===== src/rtl/sfs_pkg.sv =====
package sfs_pkg;
  localparam int WORD_W    = 32;
  localparam int FIELD_W   = 8;
  localparam int OP_LSB    = 24;
  localparam int OP_W      = 6;
  localparam int FLOW_BIT  = 31;
  localparam int LAST_BIT  = 0;
  localparam int START_LSB = 2;
  localparam int STOP_LSB  = 10;
  localparam int INCR_LSB  = 19;

  typedef enum logic [OP_W-1:0] {
    FC_BRK  = 6'd0,
    FC_CAL  = 6'd1,
    FC_IF   = 6'd2,
    FC_LOOP = 6'd3,
    FC_REP  = 6'd4,
    FC_RET  = 6'd5
  } fc_op_e;
endpackage


===== src/rtl/sfs_rst_sync.sv =====
module sfs_rst_sync (
  input  logic clk,
  input  logic rst_n,
  output logic rst_n_s
);
  logic [1:0] sync_q;

  always_ff @(posedge clk or negedge rst_n) begin
    if (!rst_n) sync_q <= 2'b00;
    else        sync_q <= {sync_q[0], 1'b1};
  end

  assign rst_n_s = sync_q[1];
endmodule


===== src/rtl/sfs_trip_calc.sv =====
module sfs_trip_calc
  import sfs_pkg::*;
(
  input  logic [FIELD_W-1:0] first,
  input  logic [FIELD_W-1:0] last,
  input  logic [FIELD_W-1:0] stride,
  output logic [FIELD_W-1:0] trips
);
  logic [FIELD_W:0] span;

  always_comb begin
    span = {1'b0, first} - {1'b0, last};
    if (span[FIELD_W] || (stride == '0)) trips = '0;
    else                                 trips = span[FIELD_W-1:0] / stride;
  end

  always_comb begin
    if (!span[FIELD_W] && (stride != '0))
      AST_TRIP_BOUND: assert (({{FIELD_W{1'b0}}, trips} * {{FIELD_W{1'b0}}, stride})
                              <= {{FIELD_W{1'b0}}, span[FIELD_W-1:0]});
  end
endmodule


===== src/rtl/sfs_redirect.sv =====
module sfs_redirect
  import sfs_pkg::*;
#(
  parameter int PC_W = 12
) (
  input  logic [PC_W-1:0]    cand,
  input  logic [PC_W-1:0]    tst_i,
  input  logic [PC_W-1:0]    jmp_i,
  input  logic [PC_W-1:0]    ls_i,
  input  logic [PC_W-1:0]    le_i,
  input  logic [FIELD_W-1:0] cnt_i,
  output logic [PC_W-1:0]    pc_o,
  output logic [PC_W-1:0]    tst_o,
  output logic [PC_W-1:0]    jmp_o,
  output logic [PC_W-1:0]    ls_o,
  output logic [PC_W-1:0]    le_o,
  output logic [FIELD_W-1:0] cnt_o,
  output logic               hit_o
);
  localparam logic [PC_W-1:0] INV = '1;

  always_comb begin
    pc_o  = cand;
    tst_o = tst_i;
    jmp_o = jmp_i;
    ls_o  = ls_i;
    le_o  = le_i;
    cnt_o = cnt_i;
    hit_o = 1'b0;
    if ((tst_i != INV) && (cand == tst_i)) begin
      pc_o  = jmp_i;
      tst_o = INV;
      jmp_o = INV;
      hit_o = 1'b1;
    end else if ((le_i != INV) && (cand == le_i)) begin
      hit_o = 1'b1;
      if (cnt_i != '0) begin
        cnt_o = cnt_i - 1'b1;
        pc_o  = ls_i;
      end else begin
        ls_o = INV;
        le_o = INV;
      end
    end
  end
endmodule


===== src/rtl/shader_flow_seq.sv =====
module shader_flow_seq
  import sfs_pkg::*;
#(
  parameter int PC_W = 12
) (
  input  logic              clk,
  input  logic              rst_n,
  input  logic              step_en,
  input  logic [31:0]       ins_w0,
  input  logic [31:0]       ins_w2,
  input  logic [31:0]       ins_w3,
  input  logic              ins_has_const,
  input  logic              cond_pass,
  output logic [PC_W-1:0]   pc,
  output logic              done
);
  localparam logic [PC_W-1:0] INV = '1;
  localparam int ADR_HI = PC_W + 1;

  logic rst_n_s;

  logic [PC_W-1:0]    pc_q, tst_q, jmp_q, ls_q, le_q;
  logic [FIELD_W-1:0] cnt_q;
  logic               done_q;

  logic [PC_W-1:0]    pc_d, tst_d, jmp_d, ls_d, le_d;
  logic [FIELD_W-1:0] cnt_d;
  logic               done_d;

  logic [PC_W-1:0]    cand, tst_m, jmp_m, ls_m, le_m;
  logic [FIELD_W-1:0] cnt_m, trips;
  logic [PC_W-1:0]    pc_r, tst_r, jmp_r, ls_r, le_r;
  logic [FIELD_W-1:0] cnt_r;
  logic               hit;

  logic               is_flow, is_last, finish, step, is_loop;
  logic [OP_W-1:0]    op;
  logic [1:0]         len;
  logic [PC_W-1:0]    adr2, adr3;

  sfs_rst_sync u_rst (
    .clk     (clk),
    .rst_n   (rst_n),
    .rst_n_s (rst_n_s)
  );

  sfs_trip_calc u_trip (
    .first  (ins_w2[START_LSB +: FIELD_W]),
    .last   (ins_w2[STOP_LSB  +: FIELD_W]),
    .stride (ins_w2[INCR_LSB  +: FIELD_W]),
    .trips  (trips)
  );

  // instruction decode
  always_comb begin
    is_flow = ins_w2[FLOW_BIT];
    is_last = ins_w0[LAST_BIT];
    op      = ins_w0[OP_LSB +: OP_W];
    adr2    = ins_w2[ADR_HI:2];
    adr3    = ins_w3[ADR_HI:2];
    len     = (!is_flow && ins_has_const) ? 2'd2 : 2'd1;
    is_loop = is_flow && ((op == FC_LOOP) || (op == FC_REP));
    finish  = is_last || (is_flow && (op == FC_RET));
    step    = step_en && !done_q;
  end

  // flow-control effect, before the redirect compare
  always_comb begin
    cand  = pc_q + PC_W'(len);
    tst_m = tst_q;
    jmp_m = jmp_q;
    ls_m  = ls_q;
    le_m  = le_q;
    cnt_m = cnt_q;
    if (is_flow) begin
      case (op)
        FC_IF: begin
          if (cond_pass) begin
            if (ins_w2[30:2] < ins_w3[30:2]) begin
              tst_m = adr2;
              jmp_m = adr3;
            end
          end else begin
            cand = adr2;
          end
        end
        FC_LOOP, FC_REP: begin
          if (cond_pass) begin
            cnt_m = trips;
            ls_m  = pc_q + PC_W'(1);
            le_m  = adr3;
          end else begin
            cand = adr3;
          end
        end
        FC_BRK: begin
          if (le_q != INV) begin
            cand  = le_q;
            cnt_m = '0;
          end
        end
        default: ;
      endcase
    end
  end

  sfs_redirect #(.PC_W(PC_W)) u_redir (
    .cand  (cand),
    .tst_i (tst_m),
    .jmp_i (jmp_m),
    .ls_i  (ls_m),
    .le_i  (le_m),
    .cnt_i (cnt_m),
    .pc_o  (pc_r),
    .tst_o (tst_r),
    .jmp_o (jmp_r),
    .ls_o  (ls_r),
    .le_o  (le_r),
    .cnt_o (cnt_r),
    .hit_o (hit)
  );

  // next state
  always_comb begin
    pc_d   = pc_q;
    tst_d  = tst_q;
    jmp_d  = jmp_q;
    ls_d   = ls_q;
    le_d   = le_q;
    cnt_d  = cnt_q;
    done_d = done_q;
    if (step) begin
      if (finish) begin
        done_d = 1'b1;
      end else begin
        pc_d  = pc_r;
        tst_d = tst_r;
        jmp_d = jmp_r;
        ls_d  = ls_r;
        le_d  = le_r;
        cnt_d = cnt_r;
      end
    end
  end

  always_ff @(posedge clk or negedge rst_n_s) begin
    if (!rst_n_s) begin
      pc_q   <= '0;
      tst_q  <= INV;
      jmp_q  <= INV;
      ls_q   <= INV;
      le_q   <= INV;
      cnt_q  <= '0;
      done_q <= 1'b0;
    end else begin
      pc_q   <= pc_d;
      tst_q  <= tst_d;
      jmp_q  <= jmp_d;
      ls_q   <= ls_d;
      le_q   <= le_d;
      cnt_q  <= cnt_d;
      done_q <= done_d;
    end
  end

  assign pc   = pc_q;
  assign done = done_q;

  AST_IDLE_HOLD: assert property (@(posedge clk) disable iff (!rst_n || !rst_n_s)
    (!step_en || done_q) |=> $stable(pc_q));
  AST_DONE_STICKY: assert property (@(posedge clk) disable iff (!rst_n || !rst_n_s)
    done_q |=> done_q);
  AST_LAST_FREEZE: assert property (@(posedge clk) disable iff (!rst_n || !rst_n_s)
    (step && is_last) |=> (done_q && $stable(pc_q)));
  AST_RET_DONE: assert property (@(posedge clk) disable iff (!rst_n || !rst_n_s)
    (step && is_flow && (op == FC_RET)) |=> done_q);
  AST_PLAIN_ADV: assert property (@(posedge clk) disable iff (!rst_n || !rst_n_s)
    (step && !is_last && !is_flow && !hit) |=> (pc_q == $past(pc_q) + PC_W'($past(len))));
  AST_LOOP_FAIL: assert property (@(posedge clk) disable iff (!rst_n || !rst_n_s)
    (step && !is_last && is_loop && !cond_pass && !hit) |=> (pc_q == $past(adr3)));
  AST_CNT_NO_RISE: assert property (@(posedge clk) disable iff (!rst_n || !rst_n_s)
    !(step && is_loop) |=> (cnt_q <= $past(cnt_q)));
endmodule


===== config.mk =====
export PLATFORM = sky130hd
export DESIGN_NAME = shader_flow_seq
export DESIGN_NICKNAME = d
export VERILOG_FILES = /design/src/rtl/sfs_pkg.sv /design/src/rtl/sfs_rst_sync.sv /design/src/rtl/sfs_trip_calc.sv /design/src/rtl/sfs_redirect.sv /design/src/rtl/shader_flow_seq.sv
export SDC_FILE = /design/constraint.sdc
export NUM_CORES = 1
export LEC_CHECK = 0
export BUFFER_PORTS_ARGS = -buffer_cell sky130_fd_sc_hd__buf_4
export CORE_MARGIN = 8
export CORE_UTILIZATION = 54
export DETAILED_ROUTE_END_ITERATION = 10
export GPL_ROUTABILITY_DRIVEN = 0
export PLACE_DENSITY_LB_ADDON = 0.3
export SETUP_SLACK_MARGIN = 0.05
export SYNTH_ARGS = -nofsm -noshare
export SYNTH_HDL_FRONTEND = slang
export SYNTH_SLANG_ARGS = --single-unit

===== constraint.sdc =====
create_clock -name clk -period 2 [get_ports clk]
set_clock_uncertainty 0.1 [all_clocks]
set_input_delay 0.3 -clock clk [delete_from_list [all_inputs] [get_ports clk]]
set_output_delay 0.3 -clock clk [all_outputs]
set_load 0.1 [all_outputs]

==> results of run 1 <==
## through the flow
step                      instances  setup TNS [ns]  setup slack (ns)  area (um2)  hold WS [ns]
after floorplan                 947         -495.74            -10.48        8010       -0.0956
after global placement         1469         -507.22            -10.57       11000       -0.0167
after detailed placement       1469         -534.32            -11.17       11000       -0.0168
after CTS                      1558         -494.70            -10.22       12300         0.149
## routing by layer
metal  global-route usage  overflow
met5                0.277         0
met4                0.742        61
met3                0.652         5
met2                0.879        79
met1                0.710         0
## what timing repair did
| item | 4_1_cts |
|---|---|
| gates resized for setup | 68 |
| setup endpoints to repair | 68 |
| pin swaps | 43 |
| hold buffers | 1 |
| hold endpoints to repair | 2 |
| gates cloned | 7 |
| buffers inserted | 72 |
## kinds of logic after synthesis
| kind of cell | Yosys count |
|---|---|
| AO/OA/AOI/OAI | 278 |
| XOR/XNOR | 60 |
| adder cells (fa/ha/maj) | 83 |
| buffers and inverters | 110 |
| flip-flops | 71 |
| multiplexers | 40 |
| other | 1 |
| AND/OR/NAND/NOR | 304 |
==> results.py, run 1 <==
metrics = {
    "yosys": {
        "async_reset_ff_frac": 1.00,
        "synth_top_family_by_area": "compound AO/OA/AOI/OAI gates",
        "synth_common_cells": "81 x ha_1, 78 x nor2_1, 76 x nand2_1, 63 x inv_1, 60 x a21oi_1",
        "syn_area_per_cell_um2": 8.17,
        "ys.flop_type": "dfstp_2",
        "synth.most_common_cell": "ha_1",
        "ys_seq_area_frac": 0.237,
        "synth_cell_types": 77,
        "muxShareOfSynthArea": 0.0535,
        "ys_top_cells_by_area": "dfstp_2 16%, ha_1 13%, dfrtp_1 7.4%, o22a_1 4.5%, xnor2_1 4.0%",
        "syn_area_um2": 7740,
        "ys_warn_count": 0,
        "yosysTopAreaCellShare": 0.163,
        "synth_edf_count": 0,
        "yosysTopAreaCell": "dfstp_2",
        "synth-compound-area-share": 0.254,
        "synthAdderAreaFrac": 0.136,
        "synth_xor_area_frac": 0.0679,
        "ys_seq_elements": 71,
        "syn_inst": 947,
        "syn-num-nets": 1131,
        "synth_simple_gate_area_frac": 0.193,
    },
    "global_routing": {
        "grt_max_degree": 70,
        "overflow": 145,
        "grtUsageTotal": 0.738,
    },
    "status": {
        "outcome": "did not finish",
        "haltStage": "global routing",
        "first-error": "[ERROR GRT-0232] Routing congestion too high. Check the congestion heatmap in the GUI.",
    },
    "clock_tree": {
        "numClockSinks": 71,
        "htree_levels": 3,
        "clk_path_buf_depth": 2,
        "cts-root-buf": "clkbuf_16",
        "cts_made_buffers": 9,
    },
    "die": {
        "row_count": 43,
        "fp.dieW_um": 136,
        "io_pins": 114,
        "initial_utilization": 0.555,
        "die_h_um": 136,
    },
    "place": {
        "portBuffers": 83,
        "dpl.hpwl_um": 23700,
    },
    "sta": {
        "worst-ep-kind": "sequential cell input",
        "worstEndpointGrtRepair": "cnt_q[4]$_DFFE_PN0P_/D",
    },
}
==> run 2, diff against run 1 <==
--- a/config.mk
+++ b/config.mk
@@ -7,11 +7,10 @@
 export LEC_CHECK = 0
 export BUFFER_PORTS_ARGS = -buffer_cell sky130_fd_sc_hd__buf_4
 export CORE_MARGIN = 8
-export CORE_UTILIZATION = 54
+export CORE_UTILIZATION = 40
 export DETAILED_ROUTE_END_ITERATION = 10
 export GPL_ROUTABILITY_DRIVEN = 0
-export PLACE_DENSITY_LB_ADDON = 0.3
-export SETUP_SLACK_MARGIN = 0.05
+export PLACE_DENSITY_LB_ADDON = 0.15
 export SYNTH_ARGS = -nofsm -noshare
 export SYNTH_HDL_FRONTEND = slang
 export SYNTH_SLANG_ARGS = --single-unit
==> constraint.sdc (replaced) <==
create_clock -name clk -period 2.6 [get_ports clk]
set_clock_uncertainty 0.1 [all_clocks]
set_input_delay 0.39 -clock clk [delete_from_list [all_inputs] [get_ports clk]]
set_output_delay 0.39 -clock clk [all_outputs]
set_load 0.1 [all_outputs]
==> results.py, run 2 <==
metrics = {
    "status": {
        "outcome": "complete, but fails checks",
        "violations": "setup timing",
    },
    "min_path": {
        "hp-class": "reg -> async",
    },
    "final_layout": {
        "final_cell_mix": "420 x buf_4, 74 x nor2_1, 73 x nand2_1",
        "fin_nets": 1547,
        "final_common_cell": "buf_4",
        "drive_gt1_frac": 0.455,
        "syn_to_final_growth_pct": 59.4,
        "diodes": 0,
        "final_util": 0.642,
        "design_area_um2": 12300,
        "fillers": 1647,
        "instances_no_fill": 1633,
    },
    "critical_path": {
        "cp-endpoint": "pc[11]",
        "endpoint_kind": "flop",
        "critPathArrivalTime_ns": 12.61,
        "rr_endpoint": "cnt_q[5]",
        "path_delay_family": "compound AO/OA/AOI/OAI gates",
        "slowest_delay_ns": 0.40,
        "r2r_cells": 15,
        "crit_buf_inv": 5,
        "cp_slowest_cell": "o311a_1",
        "timing.rr.start": "le_q[7]",
        "worstSetupStartpointType": "primary input",
        "path_depth": 70,
        "crit_type": "in -> reg",
        "r2r_setup_slack_ns": -1.60,
        "cp.required_ns": 2.74,
        "cp_common_cell": "o21a_1",
        "crit_start": "ins_w2[3]",
        "critPathMaxFanout": 6,
    },
    "yosys": {
        "synth_common_cells": "81 x ha_1, 78 x nor2_1, 76 x nand2_1, 63 x inv_1, 60 x a21oi_1",
        "ys_top_cells_by_area": "dfstp_2 16%, ha_1 13%, dfrtp_1 7.4%, o22a_1 4.5%, xnor2_1 4.0%",
        "synthAdderAreaFrac": 0.136,
        "syn_inst": 947,
        "muxShareOfSynthArea": 0.0535,
        "syn_area_per_cell_um2": 8.17,
        "syn-num-nets": 1131,
        "ys_seq_area_frac": 0.237,
        "synth.most_common_cell": "ha_1",
        "synth-compound-area-share": 0.254,
        "synth_simple_gate_area_frac": 0.193,
        "synth_xor_area_frac": 0.0679,
        "synth_edf_count": 0,
        "syn_area_um2": 7740,
        "yosysTopAreaCellShare": 0.163,
        "synth_cell_types": 77,
        "synth_top_family_by_area": "compound AO/OA/AOI/OAI gates",
        "ys_warn_count": 0,
        "yosysTopAreaCell": "dfstp_2",
        "ys.flop_type": "dfstp_2",
        "ys_seq_elements": 71,
        "async_reset_ff_frac": 1.00,
    },
    "die": {
        "core_area_um2": 19200,
        "initial_utilization": 0.403,
        "io_pins": 114,
        "die_h_um": 155,
        "fp.dieW_um": 155,
        "row_count": 51,
        "dieArea_um2": 24100,
    },
    "clock_tree": {
        "clock_latency_ns": 0.35,
        "path_clk_slew_ns": 0.06,
        "cts_tree": "done",
        "numClockSinks": 71,
        "htree_levels": 3,
        "clk_path_buf_depth": 2,
        "cts_made_buffers": 9,
        "cts-root-buf": "clkbuf_16",
    },
    "place": {
        "post-place-ws_ns": -10.44,
        "dpl.hpwl_um": 23500,
        "portBuffers": 83,
        "placed_area_um2": 10800,
        "dp.cells": 1516,
    },
    "sta": {
        "clock.fmax_mhz": 80.2,
        "hold_ws_ns": 0.142,
        "layout_setup_ws_ns": -9.88,
        "rsz0062_at_grt": "true",
        "drv_slew": 0,
        "final-hold-violation-count": 0,
        "tightestPinTransition_ns": 0.588,
        "finalSetupViolCount": 68,
        "finalCritPeriodShare": 4.80,
        "relSlewSlack": 0.604,
        "fin_crit_ns": 12.48,
    },
    "global_routing": {
        "grtUsageTotal": 0.262,
        "grt_pass1_wl_um": 49300,
        "grt_pass1_vias": 9049,
        "grt_max_degree": 33,
        "antenna_found_initial": 0,
        "overflow": 0,
    },
    "drt": {
        "drt_iter0_markers": 672,
        "wirelength_um": 31700,
        "ant_nets": 0,
        "first_pass_iters": 6,
        "routedWlPerCell_um": 19.4,
        "vias_per_cell": 5.55,
        "vias": 9060,
        "drc": 0,
    },
    "power": {
        "power.leakage_uw": 0.00574,
        "pwr_density_cell_nw_per_um2": 547,
        "peakVddDrop_uv": 439,
    },
    "job": {
        "maxCapViolations": 0,
    },
}
[run 2: worst register-to-register path, delay by kind of cell, from the launching register on]
kind	cells	cell delay [ns]
buf+inv	3	0.47
flops	1	0.53
simple gates	7	2.01
xor+xnor	2	0.29
compound gates	3	0.69
[run 2: worst min-delay path by stage]
| stage | slack [ns] | start | depth (start not counted) | endpoint |
|---|---|---|---|---|
| 6_report | 0.14 | u_rst.sync_q[1] | 0 | done |
| 5_1_grt | 0.19 | u_rst.sync_q[1] | 0 | done |
| 4_1_cts | 0.17 | u_rst.sync_q[1] | 0 | done |
| 3_5_place_dp | 0.08 | rst_n | 1 | u_rst.sync_q[0] |
| 3_3_place_gp | 0.07 | rst_n | 1 | u_rst.sync_q[0] |
| 2_1_floorplan | -0.006 | rst_n | 0 | u_rst.sync_q[0] |
[run 2: kinds of logic (layout without fill, tap and decap cells)]
kind of cell | count (synthesis) | after routing
buffers and inverters | 110 | 530
adders and majority gates | 83 | 83
other | 1 | 1
AOI/OAI and AO/OA | 278 | 278
muxes | 40 | 40
xor gates and xnor gates | 60 | 60
DFF | 71 | 71
and+or+nand+nor | 304 | 305
[run 2: timing repair]
| item | CTS | global route |
|---|---|---|
| resized for setup | 50 | 48 |
| setup buffers | 93 | 15 |
| hold buffers | 1 | 0 |
| pin swaps | 47 | 41 |
| setup endpoints to repair | 68 | 68 |
| hold endpoints to repair | 2 | 0 |
| gates cloned | 5 | 0 |
[run 2: through the flow]
step | setup TNS, ns | power [uW]
after global placement | -474.47 | 4720
after detailed placement | -491.49 | 4750
after global routing | -499.02 | 7120
final | -464.68 | 6750
after floorplan | -458.90 | 3420
after CTS | -462.60 | 6520
[run 2: final cells by class]
cell class | instances | area, um2 | area share
clock buffer | 9 | 225 | 0.0183
clock inverter | 7 | 72.6 | 0.00588
inverter | 63 | 249 | 0.0202
multi-input combinational | 767 | 5990 | 0.485
sequential | 71 | 1850 | 0.150
tap | 265 | 332 | 0.0269
timing repair buffer | 451 | 3620 | 0.294
[run 2: power by group]
| part | switching, uW | internal [uW] |
|---|---|---|
| combinational | 2030 | 2030 |
| sequential | 106 | 1320 |
| clock | 527 | 744 |
| total | 2660 | 4090 |
[run 2: per-layer routing]
| layer | vias to the layer above | share of wire | GRT usage |
|---|---|---|---|
| li1 | 4339 | - | - |
| met1 | 4284 | 0.43 | 0.330 |
| met2 | 339 | 0.47 | 0.431 |
| met3 | 98 | 0.060 | 0.0424 |
| met4 | 0 | 0.046 | 0.123 |
| met5 | - | 0 | 0 |
Note: power is estimated with default switching activity, not from simulation.
==> run 3, diff against run 2 <==
--- a/config.mk
+++ b/config.mk
@@ -11,6 +11,7 @@
 export DETAILED_ROUTE_END_ITERATION = 10
 export GPL_ROUTABILITY_DRIVEN = 0
 export PLACE_DENSITY_LB_ADDON = 0.15
+export SETUP_SLACK_MARGIN = 0.1
 export SYNTH_ARGS = -nofsm -noshare
 export SYNTH_HDL_FRONTEND = slang
 export SYNTH_SLANG_ARGS = --single-unit
==> results.py, run 3 (synthesized netlist as in run 2, its figures left out) <==
metrics = {
    "status": {
        "outcome": "complete, but fails checks",
        "violations": "setup timing",
    },
    "sta": {
        "layout_setup_ws_ns": -9.92,
        "relSlewSlack": 0.603,
        "finalCritPeriodShare": 4.81,
        "fin_crit_ns": 12.52,
        "finalSetupViolCount": 68,
        "clock.fmax_mhz": 79.9,
        "tightestPinTransition_ns": 0.590,
        "rsz0062_at_grt": "true",
        "drv_slew": 0,
        "final-hold-violation-count": 0,
        "hold_ws_ns": 0.140,
    },
    "critical_path": {
        "slowest_delay_ns": 0.33,
        "cp_slowest_cell": "ha_1",
        "crit_type": "in -> reg",
        "cp_common_cell": "o21a_1",
        "cp.required_ns": 2.73,
        "endpoint_kind": "flop",
        "critPathArrivalTime_ns": 12.65,
        "worstSetupStartpointType": "primary input",
        "critPathMaxFanout": 6,
    },
    "final_layout": {
        "final_cell_mix": "422 x buf_4, 75 x nor2_1, 73 x nand2_1",
        "fillers": 1638,
        "final_common_cell": "buf_4",
        "syn_to_final_growth_pct": 60.3,
        "fin_nets": 1552,
        "diodes": 0,
        "drive_gt1_frac": 0.458,
    },
    "drt": {
        "ant_nets": 0,
        "drc": 0,
        "vias_per_cell": 5.57,
        "drt_iter0_markers": 724,
        "vias": 9119,
        "routedWlPerCell_um": 19.5,
        "wirelength_um": 32000,
        "first_pass_iters": 8,
    },
    "job": {
        "maxCapViolations": 0,
    },
    "global_routing": {
        "grtUsageTotal": 0.262,
        "overflow": 0,
        "antenna_found_initial": 0,
        "grt_pass1_vias": 9049,
        "grt_pass1_wl_um": 49300,
        "grt_max_degree": 33,
    },
    "power": {
        "pwr_density_cell_nw_per_um2": 547,
        "power.leakage_uw": 0.00579,
        "peakVddDrop_uv": 440,
    },
    "clock_tree": {
        "cts-root-buf": "clkbuf_16",
        "numClockSinks": 71,
        "cts_tree": "done",
        "path_clk_slew_ns": 0.06,
        "clock_latency_ns": 0.35,
        "htree_levels": 3,
        "clk_path_buf_depth": 2,
        "cts_made_buffers": 9,
    },
    "die": {
        "initial_utilization": 0.403,
        "io_pins": 114,
        "dieArea_um2": 24100,
        "core_area_um2": 19200,
        "fp.dieW_um": 155,
        "row_count": 51,
        "die_h_um": 155,
    },
    "place": {
        "dpl.hpwl_um": 23500,
        "post-place-ws_ns": -10.44,
        "portBuffers": 83,
    },
    "min_path": {
        "hp-class": "reg -> async",
    },
}
## run 3: changes by cell type in the layout (fill, tap and decap cells not counted), moves of 2 or more
cell,delta
clkbuf_16,+2
ha_4,-2
buf_4,+2
ha_1,+2
a21oi_2,+3
nor3_1,+2
nor4_2,+2
nor3_2,-2
a21oi_1,-3
## run 3: metal layers
| metal | vias up | share of wire | GRT usage |
|---|---|---|---|
| li1 | 4350 | - | - |
| met1 | 4298 | 0.42 | 0.330 |
| met2 | 363 | 0.47 | 0.431 |
| met3 | 108 | 0.070 | 0.0424 |
| met4 | 0 | 0.048 | 0.123 |
| met5 | - | 0 | 0 |
## run 3: critical path, delay by kind of cell
kind            cells  cell delay, ns
compound gates     33            5.54
xor+xnor            2            0.31
fa+ha+maj          10            2.66
buf+inv             7            1.06
mux                 3            0.79
simple gates       15            1.85
## run 3: cell type report
class / count / area, um2 / share of cell area
clock inverter: 7 / 72.6 / 0.00585
tap: 265 / 332 / 0.0267
timing repair buffer: 456 / 3700 / 0.299
multi-input combinational: 767 / 5980 / 0.482
inverter: 63 / 249 / 0.0201
clock buffer: 9 / 225 / 0.0181
sequential: 71 / 1850 / 0.149
## run 3: worst paths after layout
| kind | to | start | slack (ns) | depth (start not counted) |
|---|---|---|---|---|
| worst max-delay path | cnt_q[5] | ins_w2[3] | -9.92 | 70 |
| worst min-delay path | done | u_rst.sync_q[1] | 0.14 | 0 |
| worst max register to register | cnt_q[5] | le_q[7] | -1.66 | 16 |
| worst min register to register | done | u_rst.sync_q[1] | 0.14 | 0 |
| max in group asynchronous | tst_q[6] | u_rst.sync_q[1] | 1.43 | 1 |
| min in group clk | done | step_en | 0.23 | 3 |
## run 3: through the flow
step                instance area [um2]   util  std cells  total power (uW)  TNS [ns]
floorplan                          8000      -        947              3420   -458.90
global placement                  10800  0.560       1516              4720   -474.47
detailed placement                10800  0.560       1516              4750   -491.49
CTS                               12100  0.629       1625              6520   -462.60
global route                      12400  0.646       1638              7150   -499.71
finish                            12400  0.646       1638              6790   -466.20
## run 3: timing repair
item / 4_1_cts / 5_1_grt
pin swaps: 47 / 43
endpoints found under the hold margin: 2 / 0
hold buffers: 1 / 0
cloned: 5 / 2
gates resized for setup: 50 / 46
buffers inserted: 93 / 14
endpoints found under the setup margin: 68 / 68
## run 3: where the power goes
group / internal [uW] / total (uW) / leakage, uW / switching, uW
clock: 744 / 1270 / 0.000142 / 527
combinational: 2050 / 4090 / 0.00485 / 2040
sequential: 1320 / 1420 / 0.000792 / 106
